**config.mk**
```make
export PLATFORM = sky130hd
export DESIGN_NAME = afifo_top
export DESIGN_NICKNAME = d
export VERILOG_FILES = /design/src/rtl/afifo_pkg.sv /design/src/rtl/afifo_ring.sv /design/src/rtl/afifo_datapath.sv /design/src/rtl/afifo_ctrl.sv /design/src/rtl/afifo_top.sv
export SDC_FILE = /design/constraint.sdc
export NUM_CORES = 1
export LEC_CHECK = 0
export BUFFER_PORTS_ARGS = -buffer_cell sky130_fd_sc_hd__clkbuf_2
export CAP_MARGIN = 10
export CORE_MARGIN = 3
export CORE_UTILIZATION = 35
export DETAILED_ROUTE_END_ITERATION = 6
export MAX_ROUTING_LAYER = met4
export PLACE_DENSITY_LB_ADDON = 0.15
export SLEW_MARGIN = 20
export SYNTH_ARGS = -nofsm -noshare
export SYNTH_HDL_FRONTEND = slang
export SYNTH_HIERARCHICAL = 1
export SYNTH_SLANG_ARGS = --single-unit
export TNS_END_PERCENT = 1
```
**constraint.sdc**
```tcl
create_clock -name clk -period 4.3 [get_ports clk]
set_clock_uncertainty 0.15 [all_clocks]
set_input_delay 1.29 -clock clk [delete_from_list [all_inputs] [get_ports clk]]
set_output_delay 1.29 -clock clk [all_outputs]
set_load 0.01 [all_outputs]
```
**src/rtl/afifo_pkg.sv**
```systemverilog
package afifo_pkg;
  localparam int SAMPLE_W = 16;
  localparam int BUS_W    = 32;
  localparam int ADDR_W   = 3;
  localparam int CNT_W    = 6;

  localparam logic [ADDR_W-1:0] ADDR_CTRL    = 3'd0;
  localparam logic [ADDR_W-1:0] ADDR_TXDATA  = 3'd1;
  localparam logic [ADDR_W-1:0] ADDR_RXDATA  = 3'd2;
  localparam logic [ADDR_W-1:0] ADDR_IRQEN   = 3'd3;
  localparam logic [ADDR_W-1:0] ADDR_IRQSTAT = 3'd4;
  localparam logic [ADDR_W-1:0] ADDR_FSTAT   = 3'd5;
  localparam logic [ADDR_W-1:0] ADDR_CLEAR   = 3'd6;

  typedef struct packed {
    logic txPush;
    logic txPop;
    logic txFlush;
    logic rxPush;
    logic rxPop;
    logic rxFlush;
  } fifoStrobe_t;
endpackage

```
**src/rtl/afifo_ring.sv**
```systemverilog
module afifo_ring
  import afifo_pkg::*;
#(
  parameter int DEPTH = 32,
  parameter int WIDTH = 16
) (
  input  logic             clk,
  input  logic             rstN,
  input  logic             flush,
  input  logic             push,
  input  logic             pop,
  input  logic [WIDTH-1:0] wrData,
  output logic [WIDTH-1:0] headData,
  output logic [CNT_W-1:0] count
);
  localparam int AW = $clog2(DEPTH);
  localparam logic [AW-1:0] LAST = AW'(DEPTH - 1);

  logic [WIDTH-1:0] mem [DEPTH];
  logic [AW-1:0] wrPtr, rdPtr;

  always_ff @(posedge clk) begin
    if (push) mem[wrPtr] <= wrData;
  end

  always_ff @(posedge clk) begin
    if (!rstN || flush) begin
      wrPtr <= '0;
      rdPtr <= '0;
      count <= '0;
    end else begin
      if (push) wrPtr <= (wrPtr == LAST) ? '0 : wrPtr + 1'b1;
      if (pop)  rdPtr <= (rdPtr == LAST) ? '0 : rdPtr + 1'b1;
      case ({push, pop})
        2'b10:   count <= count + 1'b1;
        2'b01:   count <= count - 1'b1;
        default: count <= count;
      endcase
    end
  end

  assign headData = mem[rdPtr];
endmodule

```
**src/rtl/afifo_datapath.sv**
```systemverilog
module afifo_datapath
  import afifo_pkg::*;
#(
  parameter int DEPTH = 32
) (
  input  logic                clk,
  input  logic                rstN,
  input  fifoStrobe_t         strobe,
  input  logic [SAMPLE_W-1:0] txWrData,
  input  logic [SAMPLE_W-1:0] rxWrData,
  output logic [SAMPLE_W-1:0] txHead,
  output logic [SAMPLE_W-1:0] rxHead,
  output logic [CNT_W-1:0]    txCount,
  output logic [CNT_W-1:0]    rxCount
);
  afifo_ring #(.DEPTH(DEPTH), .WIDTH(SAMPLE_W)) u_txRing (
    .clk(clk), .rstN(rstN), .flush(strobe.txFlush), .push(strobe.txPush),
    .pop(strobe.txPop), .wrData(txWrData), .headData(txHead), .count(txCount)
  );

  afifo_ring #(.DEPTH(DEPTH), .WIDTH(SAMPLE_W)) u_rxRing (
    .clk(clk), .rstN(rstN), .flush(strobe.rxFlush), .push(strobe.rxPush),
    .pop(strobe.rxPop), .wrData(rxWrData), .headData(rxHead), .count(rxCount)
  );
endmodule

```
**src/rtl/afifo_ctrl.sv**
```systemverilog
module afifo_ctrl
  import afifo_pkg::*;
#(
  parameter int DEPTH         = 32,
  parameter int NEAR          = 4,
  parameter int TX_THRESH_RST = 4,
  parameter int RX_THRESH_RST = 32
) (
  input  logic                clk,
  input  logic                rstN,
  input  logic                busWrEn,
  input  logic                busRdEn,
  input  logic [ADDR_W-1:0]   busAddr,
  input  logic [BUS_W-1:0]    busWrData,
  output logic [BUS_W-1:0]    busRdData,
  input  logic                txPop,
  input  logic                rxPush,
  input  logic [SAMPLE_W-1:0] txHead,
  input  logic [SAMPLE_W-1:0] rxHead,
  input  logic [CNT_W-1:0]    txCount,
  input  logic [CNT_W-1:0]    rxCount,
  output fifoStrobe_t         strobe,
  output logic [SAMPLE_W-1:0] txSample,
  output logic                txDmaReq,
  output logic                rxDmaReq,
  output logic                irq
);
  localparam logic [CNT_W-1:0] FULL_C = CNT_W'(DEPTH);
  localparam logic [CNT_W-1:0] AF_C   = CNT_W'(DEPTH - NEAR);
  localparam logic [CNT_W-1:0] NEAR_C = CNT_W'(NEAR);

  logic txEn, rxEn, txDmaEn, rxDmaEn;
  logic [CNT_W-1:0] txThr, rxThr;
  logic [11:0] srcEn;
  logic wordEn, globalEn;
  logic txStarve, txOvf, rxStarve, rxOvf, wordXfer;

  logic wrCtrl, wrIrqEn, wrClear;
  assign wrCtrl  = busWrEn && busAddr == ADDR_CTRL;
  assign wrIrqEn = busWrEn && busAddr == ADDR_IRQEN;
  assign wrClear = busWrEn && busAddr == ADDR_CLEAR;

  logic wrUnused;
  assign wrUnused = ^{busWrData[31:22], busWrData[15:14], busWrData[7:4]};

  logic txEmpty, txAE, txFull, txAF, rxEmpty, rxAE, rxFull, rxAF;
  assign txEmpty = txCount == '0;
  assign txFull  = txCount == FULL_C;
  assign txAE    = !txEmpty && txCount <= NEAR_C;
  assign txAF    = !txFull && txCount >= AF_C;
  assign rxEmpty = rxCount == '0;
  assign rxFull  = rxCount == FULL_C;
  assign rxAE    = !rxEmpty && rxCount <= NEAR_C;
  assign rxAF    = !rxFull && rxCount >= AF_C;

  logic txWrite, rxAccept, rxRead;
  logic txOvfSet, txStarveSet, rxOvfSet, rxStarveSet;
  assign txWrite     = busWrEn && busAddr == ADDR_TXDATA && txEn;
  assign txOvfSet    = txWrite && txFull;
  assign txStarveSet = txPop && txEn && txEmpty;
  assign rxAccept    = rxPush && rxEn;
  assign rxOvfSet    = rxAccept && rxFull;
  assign rxRead      = busRdEn && busAddr == ADDR_RXDATA && rxEn;
  assign rxStarveSet = rxRead && rxEmpty;

  always_comb begin
    strobe.txPush  = txWrite && !txFull;
    strobe.txPop   = txPop && txEn && !txEmpty;
    strobe.txFlush = !txEn || (wrCtrl && !busWrData[0]);
    strobe.rxPush  = rxAccept && !rxFull;
    strobe.rxPop   = rxRead && !rxEmpty;
    strobe.rxFlush = !rxEn || (wrCtrl && !busWrData[1]);
  end

  always_ff @(posedge clk) begin
    if (!rstN) begin
      txEn <= 1'b0; rxEn <= 1'b0; txDmaEn <= 1'b0; rxDmaEn <= 1'b0;
      txThr <= CNT_W'(TX_THRESH_RST);
      rxThr <= CNT_W'(RX_THRESH_RST);
    end else if (wrCtrl) begin
      txEn    <= busWrData[0];
      rxEn    <= busWrData[1];
      txDmaEn <= busWrData[2];
      rxDmaEn <= busWrData[3];
      txThr   <= busWrData[13:8];
      rxThr   <= busWrData[21:16];
    end
  end

  always_ff @(posedge clk) begin
    if (!rstN) begin
      srcEn <= '0; wordEn <= 1'b0; globalEn <= 1'b0;
    end else if (wrIrqEn) begin
      srcEn    <= busWrData[11:0];
      wordEn   <= busWrData[12];
      globalEn <= busWrData[14];
    end
  end

  logic [BUS_W-1:0] clr;
  assign clr = wrClear ? busWrData : '0;

  always_ff @(posedge clk) begin
    if (!rstN) begin
      txStarve <= 1'b0; txOvf <= 1'b0; rxStarve <= 1'b0; rxOvf <= 1'b0;
      wordXfer <= 1'b0;
    end else begin
      rxStarve <= (rxStarve && !clr[4])  || rxStarveSet;
      rxOvf    <= (rxOvf    && !clr[5])  || rxOvfSet;
      txStarve <= (txStarve && !clr[10]) || txStarveSet;
      txOvf    <= (txOvf    && !clr[11]) || txOvfSet;
      wordXfer <= (wordXfer && !clr[12]) || strobe.txPop || strobe.rxPush;
    end
  end

  logic [11:0] src;
  logic pending;
  assign src = {txOvf, txStarve, txAF, txFull, txAE, txEmpty,
                rxOvf, rxStarve, rxAF, rxFull, rxAE, rxEmpty};
  assign pending = globalEn && ((|(src & srcEn)) || (wordEn && wordXfer));
  assign irq = pending;

  assign txSample = (txEn && !txEmpty) ? txHead : '0;
  assign txDmaReq = txEn && txDmaEn && txCount <= txThr;
  assign rxDmaReq = rxEn && rxDmaEn && rxCount >= rxThr;

  logic rxValid;
  assign rxValid = rxEn && !rxEmpty;

  always_comb begin
    case (busAddr)
      ADDR_CTRL:    busRdData = {10'b0, rxThr, 2'b0, txThr, 4'b0,
                                 rxDmaEn, txDmaEn, rxEn, txEn};
      ADDR_RXDATA:  busRdData = {15'b0, rxValid, rxValid ? rxHead : 16'h0};
      ADDR_IRQEN:   busRdData = {17'b0, globalEn, 1'b0, wordEn, srcEn};
      ADDR_IRQSTAT: busRdData = {18'b0, pending, wordXfer, src};
      ADDR_FSTAT:   busRdData = {6'b0, txAF, txFull, txAE, txEmpty, txCount,
                                 6'b0, rxAF, rxFull, rxAE, rxEmpty, rxCount};
      default:      busRdData = '0;
    endcase
  end
endmodule

```
**src/rtl/afifo_top.sv**
```systemverilog
module afifo_top
  import afifo_pkg::*;
#(
  parameter int DEPTH         = 32,
  parameter int NEAR          = 4,
  parameter int TX_THRESH_RST = 4,
  parameter int RX_THRESH_RST = 32
) (
  input  logic        clk,
  input  logic        rstN,
  input  logic        busWrEn,
  input  logic        busRdEn,
  input  logic [2:0]  busAddr,
  input  logic [31:0] busWrData,
  output logic [31:0] busRdData,
  input  logic        txPop,
  output logic [15:0] txSample,
  input  logic        rxPush,
  input  logic [15:0] rxSample,
  output logic        txDmaReq,
  output logic        rxDmaReq,
  output logic        irq
);
  fifoStrobe_t strobe;
  logic [SAMPLE_W-1:0] txHead, rxHead;
  logic [CNT_W-1:0] txCount, rxCount;

  afifo_ctrl #(
    .DEPTH(DEPTH), .NEAR(NEAR),
    .TX_THRESH_RST(TX_THRESH_RST), .RX_THRESH_RST(RX_THRESH_RST)
  ) u_ctrl (
    .clk(clk), .rstN(rstN), .busWrEn(busWrEn), .busRdEn(busRdEn),
    .busAddr(busAddr), .busWrData(busWrData), .busRdData(busRdData),
    .txPop(txPop), .rxPush(rxPush), .txHead(txHead), .rxHead(rxHead),
    .txCount(txCount), .rxCount(rxCount), .strobe(strobe),
    .txSample(txSample), .txDmaReq(txDmaReq), .rxDmaReq(rxDmaReq), .irq(irq)
  );

  afifo_datapath #(.DEPTH(DEPTH)) u_dp (
    .clk(clk), .rstN(rstN), .strobe(strobe),
    .txWrData(busWrData[SAMPLE_W-1:0]), .rxWrData(rxSample),
    .txHead(txHead), .rxHead(rxHead), .txCount(txCount), .rxCount(rxCount)
  );
endmodule

```
==> results.md, run 1 <==
| Stage | Parameter | Reported |
|:---|:---|:---|
| critical path | Kind of critical path | reg2out |
| critical path | Worst setup SP type | flip-flop |
| synthesis | Part of the Yosys area used for sequential elements | 73.1% |
| clocking | Max clock buf depth | 3 |
| synthesis | Largest area contributor in the synthesized netlist | sky130_fd_sc_hd__edfxtp_1 |
| critical path | Worst R2R End | u_dp/u_rxRing/count[4] |
| sta | Final-report hold violation count | 0 |
| synthesis | Number of warnings reported in the yosys synthesis log | 6 |
| status | Violated checks | setup timing |
| drt | Post-DR vias/cell | 5.38 |
| placed design | Worst-case setup slack after placement | 125 ps |
| critical path | Endpoint type of the worst setup path | output pin |
| synthesis | Area share of the largest cell type after synthesis | 69.6% |
| synthesis | FF+latch count, synth | 1,101 |
| sta | Min Tclk post-route | 4560 ps |
| worst hold path | Startpoint of the lowest-slack hold path | u_ctrl/rxThr[4] |
| die | Starting density of the core | 35.5% |
| sta | Final number of setup-violating endpoints | 26 |
| power and ir drop | Pwr per Cell Area | 416 nW/um^2 |
| global routing | GR Overflow Total | 0 |
| synthesis | Ranking of synthesized cells by instance count | sky130_fd_sc_hd__edfxtp_1, sky130_fd_sc_hd__mux2i_1, sky130_fd_sc_hd__a22oi_1 |
| sta | Max frequency | 0.219 GHz |
| drt | Violation count after the first detailed-route iteration | 2,467 |
| die | CORE AREA | 125,000 um^2 |
| layout | Post-layout util | 41.8% |
| clocking | Clock transition at the registers of the reported paths | 60 ps |
| drt | Number of routed nets with antenna violations | 0 |
| sta | Relative max-transition margin | 29.0% |
| placed design | Half-perimeter wire length after detailed placement | 72,000 um |
| sta | Number of slew-limit violations in the final report | 0 |
| power and ir drop | Leakage power | 16.1 nW |
| flow run | Max-cap violations | 0 |
| synthesis | Asr flop ratio synth | 0% |
| synthesis | Most frequent cell after synthesis | sky130_fd_sc_hd__edfxtp_1 |
| critical path | Worst reg2reg path startpoint | u_dp/u_rxRing/count[4] |
| clocking | H-tree depth | 3 |
| global routing | Via count of the first global-routing pass | 24,313 |
| die | Number of placed I/O pins | 108 |
| placed design | Port Buf Inserts | 91 |
| critical path | Worst reg2reg setup slack | 570 ps |
| worst hold path | Type of the tightest min-delay check | reg2reg |
| drt | Total wire length after detailed routing | 119,000 um |
| die | Floorplan die height | 361 um |
| global routing | Pin count of the biggest net entering global routing | 53 |
| critical path | CP required | 2860 ps |
| layout | Share of layout cells above drive strength 1 | 24.0% |
| drt | Via total after detailed routing | 24,171 |
| clocking | Sinks on Clock Net | 1,101 |
| clocking | Clock tree from TritonCTS | yes |
| global routing | Total GRT Usage | 18.6% |
| clocking | Master cell of the clock root buffer | sky130_fd_sc_hd__clkbuf_16 |
| synthesis | Count of different cell masters after synthesis | 74 |
| global routing | Number of antenna violations at the first check in global routing | 6 |
| die | Floorplan die area | 131,000 um^2 |
| sta | Unrepaired setup endpoints after global routing | true |
| drt | Post-detailed-route DRC marker count | 0 |
| critical path | Worst-path fanout max | 10 |
| sta | Pin slew with the least headroom to its limit | 1060 ps |
| synthesis | Cell area after technology mapping | 44,200 um^2 |
| global routing | Global-route wire length before repair | 171,000 um |
| status | Outcome | complete, but fails checks |
| synthesis | Leading cell types by total area after synthesis | sky130_fd_sc_hd__edfxtp_1, sky130_fd_sc_hd__mux2i_1, sky130_fd_sc_hd__mux4_2 |
| sta | Accumulated negative setup slack | -2980 ps |
| synthesis | Main synth FF type | sky130_fd_sc_hd__edfxtp_1 |
| placed design | Weighted congestion reported at the end of routability-driven placement | 0.852 |
| layout | Net count, final | 2,846 |
| clocking | Worst-skew pair later-pin latency | 720 ps |
| synthesis | Number of flops mapped to enable cells by yosys | 1,024 |
| worst hold path | Hold Crit Depth | 2 |
| critical path | Number of cells on the worst reg-to-reg path | 13 |
| worst hold path | Sink of the worst hold path | u_ctrl/rxThr[4] |
| drt | Routed len/inst | 26.4 um |
| sta | Post-route fraction of the period consumed by the critical path | 106% |
| critical path | Data arrival time of the worst path | 3120 ps |
| die | Number of rows in the core area | 129 |
| layout | Area growth, synth to finish | 18.0% |
| die | X dimension of the die | 361 um |
| clocking | Clock buffer count from CTS | 114 |
| sta | Worst Hold Slack | 344 ps |
| synthesis | Number of cells produced by synthesis | 2,505 |
| power and ir drop | Maximum resistive drop on vdd | 0.351 mV |
| drt | Count of TritonRoute iterations in the first routing pass | 6 |
| sta | Final WS setup | -257 ps |
| synthesis | Mean Syn Cell Area | 17.6 um^2 |
==> per-layer routing <==
metal	vias up	part of all wire (%)	track usage, %
met5	-	0	-
met4	0	2.2	4.85
met3	148	5.8	2.58
met2	739	46	28.1
met1	12702	46	26.5
li1	10582	-	-
==> through the flow <==
stage          cell area [um^2]  cells  power [mW]
2_1_floorplan             44200   2510        12.0
3_3_place_gp              47600   4260        12.2
3_5_place_dp              47600   4260        12.2
4_1_cts                   51900   4487        21.9
5_1_grt                   52100   4492        22.4
6_report                  52100   4496        21.7
==> area by class of cell <==
| cell class | instances | area [um^2] |
|---|---|---|
| Timing Repair Buffer | 285 | 2620 |
| Sequential cell | 1101 | 32300 |
| Multi-Input combinational cell | 1234 | 11400 |
| Inverter | 21 | 78.8 |
| Clock inverter | 51 | 567 |
| Clock buffer | 160 | 3140 |
| Fill cell | 11078 | 72500 |
| Tap cell | 1637 | 2050 |
| Antenna cell | 7 | 17.5 |
==> cell usage in the layout, fill, tap and decap left out, drive strengths merged, types with 8 or more instances in the layout <==
cell type / n
edfxtp: 1024
mux2i: 275
clkbuf: 251
a22oi: 208
buf: 194
mux4: 128
nor2: 123
nand2: 95
dfxtp: 77
nand3: 71
nand4: 35
clkinv: 34
ha: 32
a21boi: 29
inv: 24
and3: 24
o21ai: 21
a21oi: 19
nor2b: 18
nand2b: 16
and2: 13
xor2: 10
nand3b: 10
a221o: 9
bufinv: 8
nor3b: 8
==> timing repair <==
action	CTS	global route
pin swaps	16	7
setup endpoints to repair	33	35
hold buffers	0	0
setup buffers	11	2
cloned	5	0
gates resized for setup	77	44
==> where the power goes <==
group          internal (mW)  switching, mW
clock network           5.58           4.09
registers               11.7        0.00905
logic                 0.0475          0.250
total                   17.3           4.35
==> kinds of logic after synthesis <==
group                    count (synthesis)  share of synthesized area (%)
buffers and inverters                  175                           2.16
adder cells (fa/ha/maj)                 32                          0.906
AO/OA/AOI/OAI                          333                           5.57
AND/OR/NAND/NOR                        445                           5.11
XOR/XNOR                                12                          0.238
multiplexers                           406                           12.9
other                                    1                        0.00848
flip-flops                            1101                           73.1
==> worst max-delay path: stages (launching register included) <==
cell                       delay, ps
sky130_fd_sc_hd__dfxtp_4         380
sky130_fd_sc_hd__buf_12          150
sky130_fd_sc_hd__buf_16          140
sky130_fd_sc_hd__buf_12          150
sky130_fd_sc_hd__mux4_2          510
sky130_fd_sc_hd__a22oi_2         180
sky130_fd_sc_hd__nand4_1         250
sky130_fd_sc_hd__a221o_2         480
sky130_fd_sc_hd__clkbuf_2        140
==> registers in the layout, summed over array words and instances, names as in the netlist, 6 cells and up, named ones only <==
name / flops
u_ctrl/srcEn: 12
u_dp/u_txRing/count: 6
u_ctrl/txThr: 6
u_ctrl/rxThr: 6
u_dp/u_rxRing/mem: 512
u_dp/u_txRing/mem: 512
u_dp/u_rxRing/count: 6
==> how the worst max path moves through the flow <==
stage,endpoint,slack [ps]
6_report,busRdData[10],-260
5_1_grt,busRdData[0],-370
4_1_cts,busRdData[13],-320
3_5_place_dp,u_dp/u_txRing/count[2],130
3_3_place_gp,u_dp/u_txRing/count[2],150
2_1_floorplan,u_dp/u_txRing/count[2],470
(Power assumes the default switching activity.)
==> inputs of run 2 (changes only) <==
CORE_ASPECT_RATIO = 1.5   (was not set)
==> run 2 against run 1 <==
Compared with the run above:
- the run still ends with setup timing left
- worst hold slack worse by 3.5 ps
- clock power fell by 5.3%
- count of clock-buffer cells in the layout shrank 27
- critical path type unchanged
==> results.md, run 2 (synthesis results as in run 1) <==
| Stage | Parameter | Reported | Delta |
|:---|:---|:---|:---|
| status | Outcome | complete, but fails checks | unchanged |
| status | Violated checks | setup timing | unchanged |
| global routing | GR Overflow Total | 0 | unchanged |
| critical path | Worst reg2reg path startpoint | u_dp/u_rxRing/count[1] | was u_dp/u_rxRing/count[4] |
| power and ir drop | Leakage power | 16.0 nW | was 16.1 nW |
| layout | Most used cells in the layout excluding fill and tap cells | sky130_fd_sc_hd__edfxtp_1, sky130_fd_sc_hd__mux2i_1, sky130_fd_sc_hd__buf_4 | was sky130_fd_sc_hd__edfxtp_1, sky130_fd_sc_hd__mux2i_1, sky130_fd_sc_hd__a22oi_1 |
| clocking | Worst-skew pair later-pin latency | 690 ps | was 720 ps |
| placed design | Port Buf Inserts | 91 | unchanged |
| clocking | H-tree depth | 3 | unchanged |
| clocking | Sinks on Clock Net | 1,101 | unchanged |
| critical path | CP required | 2860 ps | about the same |
| critical path | Worst-path fanout max | 8 | was 10 |
| sta | Accumulated negative setup slack | -4430 ps | was -2980 ps |
| sta | Pin slew with the least headroom to its limit | 961 ps | was 1060 ps |
| sta | Max frequency | 0.215 GHz | was 0.219 GHz |
| clocking | Hold buffers post-CTS | 0 | unchanged |
| global routing | Number of antenna violations at the first check in global routing | 5 | was 6 |
| flow run | Max-cap violations | 0 | unchanged |
| placed design | Worst-case setup slack after placement | 128 ps | was 125 ps |
| power and ir drop | Pwr per Cell Area | 409 nW/um^2 | was 416 nW/um^2 |
| layout | Net count, final | 2,859 | was 2,846 |
| die | CORE AREA | 125,000 um^2 | about the same |
| placed design | Half-perimeter wire length after detailed placement | 79,000 um | was 72,000 um |
| critical path | Kind of critical path | reg2out | unchanged |
| sta | Final-report hold violation count | 0 | unchanged |
| clocking | Clock tree from TritonCTS | yes | unchanged |
| die | Floorplan die area | 131,000 um^2 | about the same |
| die | Starting density of the core | 35.3% | was 35.5% |
| sta | Final number of setup-violating endpoints | 26 | unchanged |
| drt | Violation count after the first detailed-route iteration | 1,705 | was 2,467 |
| drt | Via total after detailed routing | 23,856 | was 24,171 |
| placed design | Weighted congestion reported at the end of routability-driven placement | 0.861 | was 0.852 |
| worst hold path | Startpoint of the lowest-slack hold path | u_ctrl/srcEn[9] | was u_ctrl/rxThr[4] |
| sta | Final WS setup | -349 ps | was -257 ps |
| worst hold path | Type of the tightest min-delay check | reg2reg | unchanged |
| critical path | Worst setup SP type | flip-flop | unchanged |
| sta | Relative max-transition margin | 35.9% | was 29.0% |
| die | Floorplan die height | 441 um | was 361 um |
| sta | Unrepaired setup endpoints after global routing | true | unchanged |
| drt | Count of TritonRoute iterations in the first routing pass | 6 | unchanged |
| global routing | Global-route wire length before repair | 176,000 um | was 171,000 um |
| clocking | Master cell of the clock root buffer | sky130_fd_sc_hd__clkbuf_16 | unchanged |
| layout | Registers with the most flip-flops | u_dp/u_rxRing/mem (512), u_dp/u_txRing/mem (512), u_ctrl/srcEn (12) | unchanged |
| die | X dimension of the die | 296 um | was 361 um |
| layout | Area growth, synth to finish | 17.1% | was 18.0% |
| critical path | Data arrival time of the worst path | 3210 ps | was 3120 ps |
| clocking | Clock transition at the registers of the reported paths | 60 ps | about the same |
| placed design | Placed cell area | 47,600 um^2 | about the same |
| global routing | Met2 Use GR | 34.5% | was 28.1% |
| global routing | Pin count of the biggest net entering global routing | 49 | was 53 |
| global routing | Total GRT Usage | 19.3% | was 18.6% |
| drt | Total wire length after detailed routing | 122,000 um | was 119,000 um |
| global routing | Busiest grt layer | met2 | unchanged |
| drt | Routed len/inst | 27.4 um | was 26.4 um |
| global routing | Met3 routing resource usage after global routing | 2.23% | was 2.58% |
| drt | Post-detailed-route DRC marker count | 0 | unchanged |
| die | Number of placed I/O pins | 108 | unchanged |
| sta | Min Tclk post-route | 4650 ps | was 4560 ps |
| critical path | Endpoint type of the worst setup path | output pin | unchanged |
| drt | Number of routed nets with antenna violations | 0 | unchanged |
| clocking | Max clock buf depth | 3 | unchanged |
| power and ir drop | Power, Total | 21.2 mW | was 21.7 mW |
| global routing | Via count of the first global-routing pass | 24,822 | was 24,313 |
| sta | Post-route fraction of the period consumed by the critical path | 108% | was 106% |
| layout | Share of layout cells above drive strength 1 | 24.5% | was 24.0% |
| power and ir drop | Maximum resistive drop on vdd | 0.371 mV | was 0.351 mV |
| drt | Post-DR vias/cell | 5.34 | was 5.38 |
| layout | Final instance area | 51,700 um^2 | was 52,100 um^2 |
| sta | Number of slew-limit violations in the final report | 0 | unchanged |
| die | Number of rows in the core area | 159 | was 129 |
| sta | Worst Hold Slack | 341 ps | was 344 ps |
| global routing | Global Route met1 Usage | 21.9% | was 26.5% |
| layout | Most common cell after layout, fill and taps aside | sky130_fd_sc_hd__edfxtp_1 | unchanged |
| clocking | Clock buffer count from CTS | 107 | was 114 |
==> run 2: repair_timing <==
item,4_1_cts,5_1_grt
gates cloned,4,0
pin swaps,46,18
buffers inserted,18,0
gates resized for setup,111,13
endpoints found under the setup margin,34,33
==> run 2: power by group <==
part	switching, mW	internal, mW
clock network	3.98	5.18
registers	0.00903	11.7
logic	0.257	0.0453
==> run 2: path summary, 6_finish.rpt <==
| path | slack, ps | endpoint | cells after the start |
|---|---|---|---|
| worst max-delay path | -350 | busRdData[14] | 9 |
| worst min-delay path | 340 | u_ctrl/srcEn[9] | 2 |
| worst max register to register | 690 | u_dp/u_rxRing/count[4] | 13 |
| worst min register to register | 340 | u_ctrl/srcEn[9] | 2 |
==> run 2: metrics by stage <==
step,cells,util [%]
floorplan,2510,-
global placement,4251,37.9
detailed placement,4251,37.9
CTS,4465,41.2
global route,4469,41.3
finish,4469,41.3
==> run 2: final cells by class <==
class,instances,area [um^2]
Sequential cell,1101,32300
Multi-Input combinational cell,1234,11400
Timing Repair Buffer,305,2560
Fill cell,11303,73600
Clock buffer,133,2820
Clock inverter,61,554
Inverter,21,78.8
Tap cell,1610,2010
Antenna cell,4,10.0
==> run 2: critical path, stage by stage (launching register included) <==
cell	delay [ps]
sky130_fd_sc_hd__dfxtp_4	370
sky130_fd_sc_hd__buf_6	110
sky130_fd_sc_hd__buf_12	140
sky130_fd_sc_hd__buf_12	130
sky130_fd_sc_hd__buf_4	110
sky130_fd_sc_hd__mux4_2	510
sky130_fd_sc_hd__a22oi_1	350
sky130_fd_sc_hd__nand4_1	290
sky130_fd_sc_hd__a22o_2	350
sky130_fd_sc_hd__clkbuf_2	140
==> run 2: routing by layer <==
layer	vias to the layer above	wire, um
met4	0	5050
met3	180	4780
met2	576	66000
li1	10601	-
met1	12499	46600
met5	-	0
==> inputs of run 3 (changes only) <==
ABC_AREA = 1   (was not set)
SLEW_MARGIN = not set   (was 20)
==> run 3 against run 2 <==
Compared with the run above:
- the flow now finishes without violations
- sequential power hardly changed
- die area is 4.9% higher
- global-route usage is 2.0 points higher
- highest routed layer unchanged
==> results.md, run 3 <==
| Stage | Parameter | Reported | Delta |
|:---|:---|:---|:---|
| synthesis | Area share of fa/ha/maj cells after synthesis | 0.863% | was 0.906% |
| global routing | Global-route wire length before repair | 207,000 um | was 176,000 um |
| synthesis | Mux contribution to synthesized area | 0% | was 12.9% |
| critical path | Ordered cell list for the critical path | buf_12 > clkinv_16 > buf_4 > clkbuf_16 > nand2_1 > nand3_1 > nand3_1 > a21oi_2 > nor2_2 > a21oi_1 > buf_4 > nand2_1 > o211ai_1 > buf_2 | was buf_6 > buf_12 > buf_12 > buf_4 > mux4_2 > a22oi_1 > nand4_1 > a22o_2 > clkbuf_2 |
| drt | Post-DR vias/cell | 5.07 | was 5.34 |
| placed design | Worst-case setup slack after placement | 186 ps | was 128 ps |
| sta | Pin slew with the least headroom to its limit | 1090 ps | was 961 ps |
| synthesis | Main combinational cell family by area after synthesis | simple AND/OR/NAND/NOR gates | was multiplexers |
| synthesis | Most frequent cell after synthesis | sky130_fd_sc_hd__nand2_1 | was sky130_fd_sc_hd__edfxtp_1 |
| critical path | Largest stage delay on the critical path | 380 ps | was 510 ps |
| drt | Number of routed nets with antenna violations | 0 | unchanged |
| critical path | Kind of critical path | reg2out | unchanged |
| sta | Final WS setup | 29.9 ps | was -349 ps |
| synthesis | FF+latch count, synth | 1,101 | unchanged |
| die | Floorplan die area | 137,000 um^2 | was 131,000 um^2 |
| layout | Final Non-Filler Cells | 6,168 | was 4,469 |
| die | X dimension of the die | 303 um | was 296 um |
| flow run | Max-cap violations | 0 | unchanged |
| critical path | Number of cells on the worst reg-to-reg path | 19 | was 13 |
| critical path | CP delay by family, top | buffers and inverters | was compound AO/OA/AOI/OAI gates |
| synthesis | Number of flops mapped to enable cells by yosys | 1,024 | unchanged |
| sta | Min Tclk post-route | 4270 ps | was 4650 ps |
| synthesis | Main synth FF type | sky130_fd_sc_hd__edfxtp_1 | unchanged |
| power and ir drop | Leakage power | 19.5 nW | was 16.0 nW |
| global routing | Via count of the first global-routing pass | 30,247 | was 24,822 |
| critical path | Endpoint type of the worst setup path | output pin | unchanged |
| drt | Count of TritonRoute iterations in the first routing pass | 5 | was 6 |
| global routing | Number of antenna violations at the first check in global routing | 2 | was 5 |
| clocking | Worst-skew pair later-pin latency | 710 ps | was 690 ps |
| critical path | CP required | 2860 ps | about the same |
| critical path | Critical path buffers and inverters | 6 | was 5 |
| clocking | Sinks on Clock Net | 1,101 | unchanged |
| clocking | Clock transition at the registers of the reported paths | 60 ps | about the same |
| global routing | GR Overflow Total | 0 | unchanged |
| power and ir drop | Pwr per Cell Area | 390 nW/um^2 | was 409 nW/um^2 |
| synthesis | Count of different cell masters after synthesis | 48 | was 74 |
| synthesis | Area share of the largest cell type after synthesis | 66.3% | was 69.6% |
| synthesis | Number of warnings reported in the yosys synthesis log | 6 | unchanged |
| critical path | Worst reg2reg setup slack | 860 ps | was 690 ps |
| critical path | Worst setup SP type | flip-flop | unchanged |
| critical path | Worst-path fanout max | 9 | was 8 |
| global routing | Pin count of the biggest net entering global routing | 86 | was 49 |
| layout | Area growth, synth to finish | 17.5% | was 17.1% |
| drt | Routed len/inst | 23.6 um | was 27.4 um |
| placed design | Port Buf Inserts | 91 | unchanged |
| synthesis | Cell area after technology mapping | 46,400 um^2 | was 44,200 um^2 |
| sta | Final-report hold violation count | 0 | unchanged |
| synthesis | Largest area contributor in the synthesized netlist | sky130_fd_sc_hd__edfxtp_1 | unchanged |
| sta | Relative max-transition margin | 27.3% | was 35.9% |
| power and ir drop | Maximum resistive drop on vdd | 0.351 mV | was 0.371 mV |
| clocking | Hold buffers post-CTS | 0 | unchanged |
| clocking | H-tree depth | 3 | unchanged |
| die | Starting density of the core | 35.3% | about the same |
| layout | Most used cells in the layout excluding fill and tap cells | sky130_fd_sc_hd__nand2_1, sky130_fd_sc_hd__edfxtp_1, sky130_fd_sc_hd__nand3_1 | was sky130_fd_sc_hd__edfxtp_1, sky130_fd_sc_hd__mux2i_1, sky130_fd_sc_hd__buf_4 |
| sta | Number of slew-limit violations in the final report | 0 | unchanged |
| synthesis | Leading cell types by total area after synthesis | sky130_fd_sc_hd__edfxtp_1, sky130_fd_sc_hd__nand2_1, sky130_fd_sc_hd__nand3_1 | was sky130_fd_sc_hd__edfxtp_1, sky130_fd_sc_hd__mux2i_1, sky130_fd_sc_hd__mux4_2 |
| layout | Share of layout cells above drive strength 1 | 14.8% | was 24.5% |
| synthesis | Asr flop ratio synth | 0% | unchanged |
| die | Number of rows in the core area | 163 | was 159 |
| critical path | Data arrival time of the worst path | 2830 ps | was 3210 ps |
| critical path | Worst reg2reg path startpoint | u_dp/u_txRing/count[1] | was u_dp/u_rxRing/count[1] |
| synthesis | Fraction of the mapped netlist area in compound gates | 4.48% | was 5.57% |
| clocking | Clock buffer count from CTS | 112 | was 107 |
| synthesis | Xor and xnor fraction of the mapped netlist area | 0.151% | was 0.238% |
| drt | Post-detailed-route DRC marker count | 0 | unchanged |
| drt | Violation count after the first detailed-route iteration | 2,379 | was 1,705 |
| placed design | Weighted congestion reported at the end of routability-driven placement | 0.868 | was 0.861 |
| drt | Via total after detailed routing | 31,292 | was 23,856 |
| die | CORE AREA | 132,000 um^2 | was 125,000 um^2 |
| placed design | Half-perimeter wire length after detailed placement | 85,200 um | was 79,000 um |
| die | Floorplan die height | 452 um | was 441 um |
| placed design | Post-placement cell count | 5,913 | was 4,251 |
| status | Outcome | completed | was complete, but fails checks |
| critical path | Worst R2R End | u_dp/u_txRing/count[4] | was u_dp/u_rxRing/count[4] |
| synthesis | Number of cells produced by synthesis | 4,142 | was 2,505 |
| synthesis | Part of the Yosys area used for sequential elements | 69.6% | was 73.1% |
| worst hold path | Type of the tightest min-delay check | reg2reg | unchanged |
| layout | Most common cell after layout, fill and taps aside | sky130_fd_sc_hd__nand2_1 | was sky130_fd_sc_hd__edfxtp_1 |
| sta | Max frequency | 0.234 GHz | was 0.215 GHz |
| critical path | Endpoint of the worst setup timing path | busRdData[2] | was busRdData[14] |
| drt | Total wire length after detailed routing | 146,000 um | was 122,000 um |
| global routing | Total GRT Usage | 21.3% | was 19.3% |
| sta | Accumulated negative setup slack | 0 ps | was -4430 ps |
| sta | Post-route fraction of the period consumed by the critical path | 99.3% | was 108% |
| sta | Final number of setup-violating endpoints | 0 | was 26 |
| layout | Registers with the most flip-flops | u_dp/u_rxRing/mem (512), u_dp/u_txRing/mem (512), u_ctrl/srcEn (12) | unchanged |
| synthesis | Post-synthesis simple-gate area fraction | 20.3% | was 5.11% |
| sta | Unrepaired setup endpoints after global routing | true | unchanged |
| critical path | Slowest cell on crit path | sky130_fd_sc_hd__dfxtp_4 | was sky130_fd_sc_hd__mux4_2 |
| clocking | Clock tree from TritonCTS | yes | unchanged |
| synthesis | Mean Syn Cell Area | 11.2 um^2 | was 17.6 um^2 |
| die | Number of placed I/O pins | 108 | unchanged |
| critical path | Worst path depth | 14 | was 9 |
| synthesis | Ranking of synthesized cells by instance count | sky130_fd_sc_hd__nand2_1, sky130_fd_sc_hd__edfxtp_1, sky130_fd_sc_hd__nand3_1 | was sky130_fd_sc_hd__edfxtp_1, sky130_fd_sc_hd__mux2i_1, sky130_fd_sc_hd__a22oi_1 |
| layout | Net count, final | 4,433 | was 2,859 |
| clocking | Max clock buf depth | 3 | unchanged |
| clocking | Master cell of the clock root buffer | sky130_fd_sc_hd__clkbuf_16 | unchanged |
run 3: changes by cell type after synthesis, moves of 36 or more:
cell                      previous run  this run
sky130_fd_sc_hd__buf_4              16        61
sky130_fd_sc_hd__a22oi_1           206         1
sky130_fd_sc_hd__nand2_1            95      1333
sky130_fd_sc_hd__nand3_1            71       694
sky130_fd_sc_hd__mux4_2            114         0
sky130_fd_sc_hd__mux2i_1           275         0
sky130_fd_sc_hd__inv_1              21       133
sky130_fd_sc_hd__buf_6               3        39
sky130_fd_sc_hd__a21oi_1            19       250
sky130_fd_sc_hd__nor2_1            122       167
run 3: worst min path at each step:
stage                            to  depth (start not counted)  slack, ps       startpoint
floorplan           u_ctrl/srcEn[1]                          2        290  u_ctrl/srcEn[1]
global placement    u_ctrl/txThr[2]                          2        310  u_ctrl/txThr[2]
detailed placement  u_ctrl/srcEn[2]                          2        320  u_ctrl/srcEn[2]
CTS                 u_ctrl/srcEn[2]                          2        330  u_ctrl/srcEn[2]
global route        u_ctrl/srcEn[2]                          2        360  u_ctrl/srcEn[2]
finish              u_ctrl/srcEn[2]                          2        330  u_ctrl/srcEn[2]
run 3: through the flow:
step	hold WS [ps]	total power, mW	utilization [%]	cell area, um^2
after global routing	364	21.9	41.4	54500
after detailed placement	320	12.3	37.5	49300
after CTS	329	21.5	40.7	53500
after global placement	313	12.3	37.5	49300
final	330	21.3	41.4	54500
after floorplan	288	12.0	-	46400
run 3: per-layer routing:
layer | part of all wire, % | GRT usage (%) | up-vias
met4 | 4.1 | 7.91 | 0
met3 | 4.2 | 2.39 | 237
met2 | 53 | 37.9 | 787
met5 | 0 | - | -
li1 | - | - | 14862
met1 | 39 | 24.7 | 15406
run 3: worst min-delay path, cell delays in order, from the launching register on:
cell                      delay, ps
sky130_fd_sc_hd__dfxtp_1        320
sky130_fd_sc_hd__inv_1           60
sky130_fd_sc_hd__a21oi_1         50
run 3: timing repair:
| item | CTS | global route |
|---|---|---|
| cloned | 14 | 17 |
| buffers inserted | 10 | 8 |
| setup endpoints to repair | 32 | 32 |
| endpoints found under the hold margin | 0 | 0 |
| gates resized for setup | 89 | 127 |
| pin swaps | 4 | 26 |
run 3: final cells by class:
type                       count  area [um^2]
fill                       12551        77000
sequential                  1101        32300
multi-input combinational   2660        12600
timing repair buffer         316         3350
clock buffer                 152         3000
tap                         1732         2170
inverter                     147          621
clock inverter                51          385
timing repair inverter         6         81.3
antenna                        3         7.51
run 3: logic make-up after synthesis:
family,count (synthesis)
buffers and inverters,386
xor gates and xnor gates,8
adders and majority gates,32
DFF,1101
and+or+nand+nor,2241
AOI/OAI and AO/OA,373
other,1
run 3: power by group:
group | internal, mW | switching [mW]
clock network | 5.11 | 4.09
logic | 0.0497 | 0.288
registers | 11.7 | 0.00779
total | 16.9 | 4.38
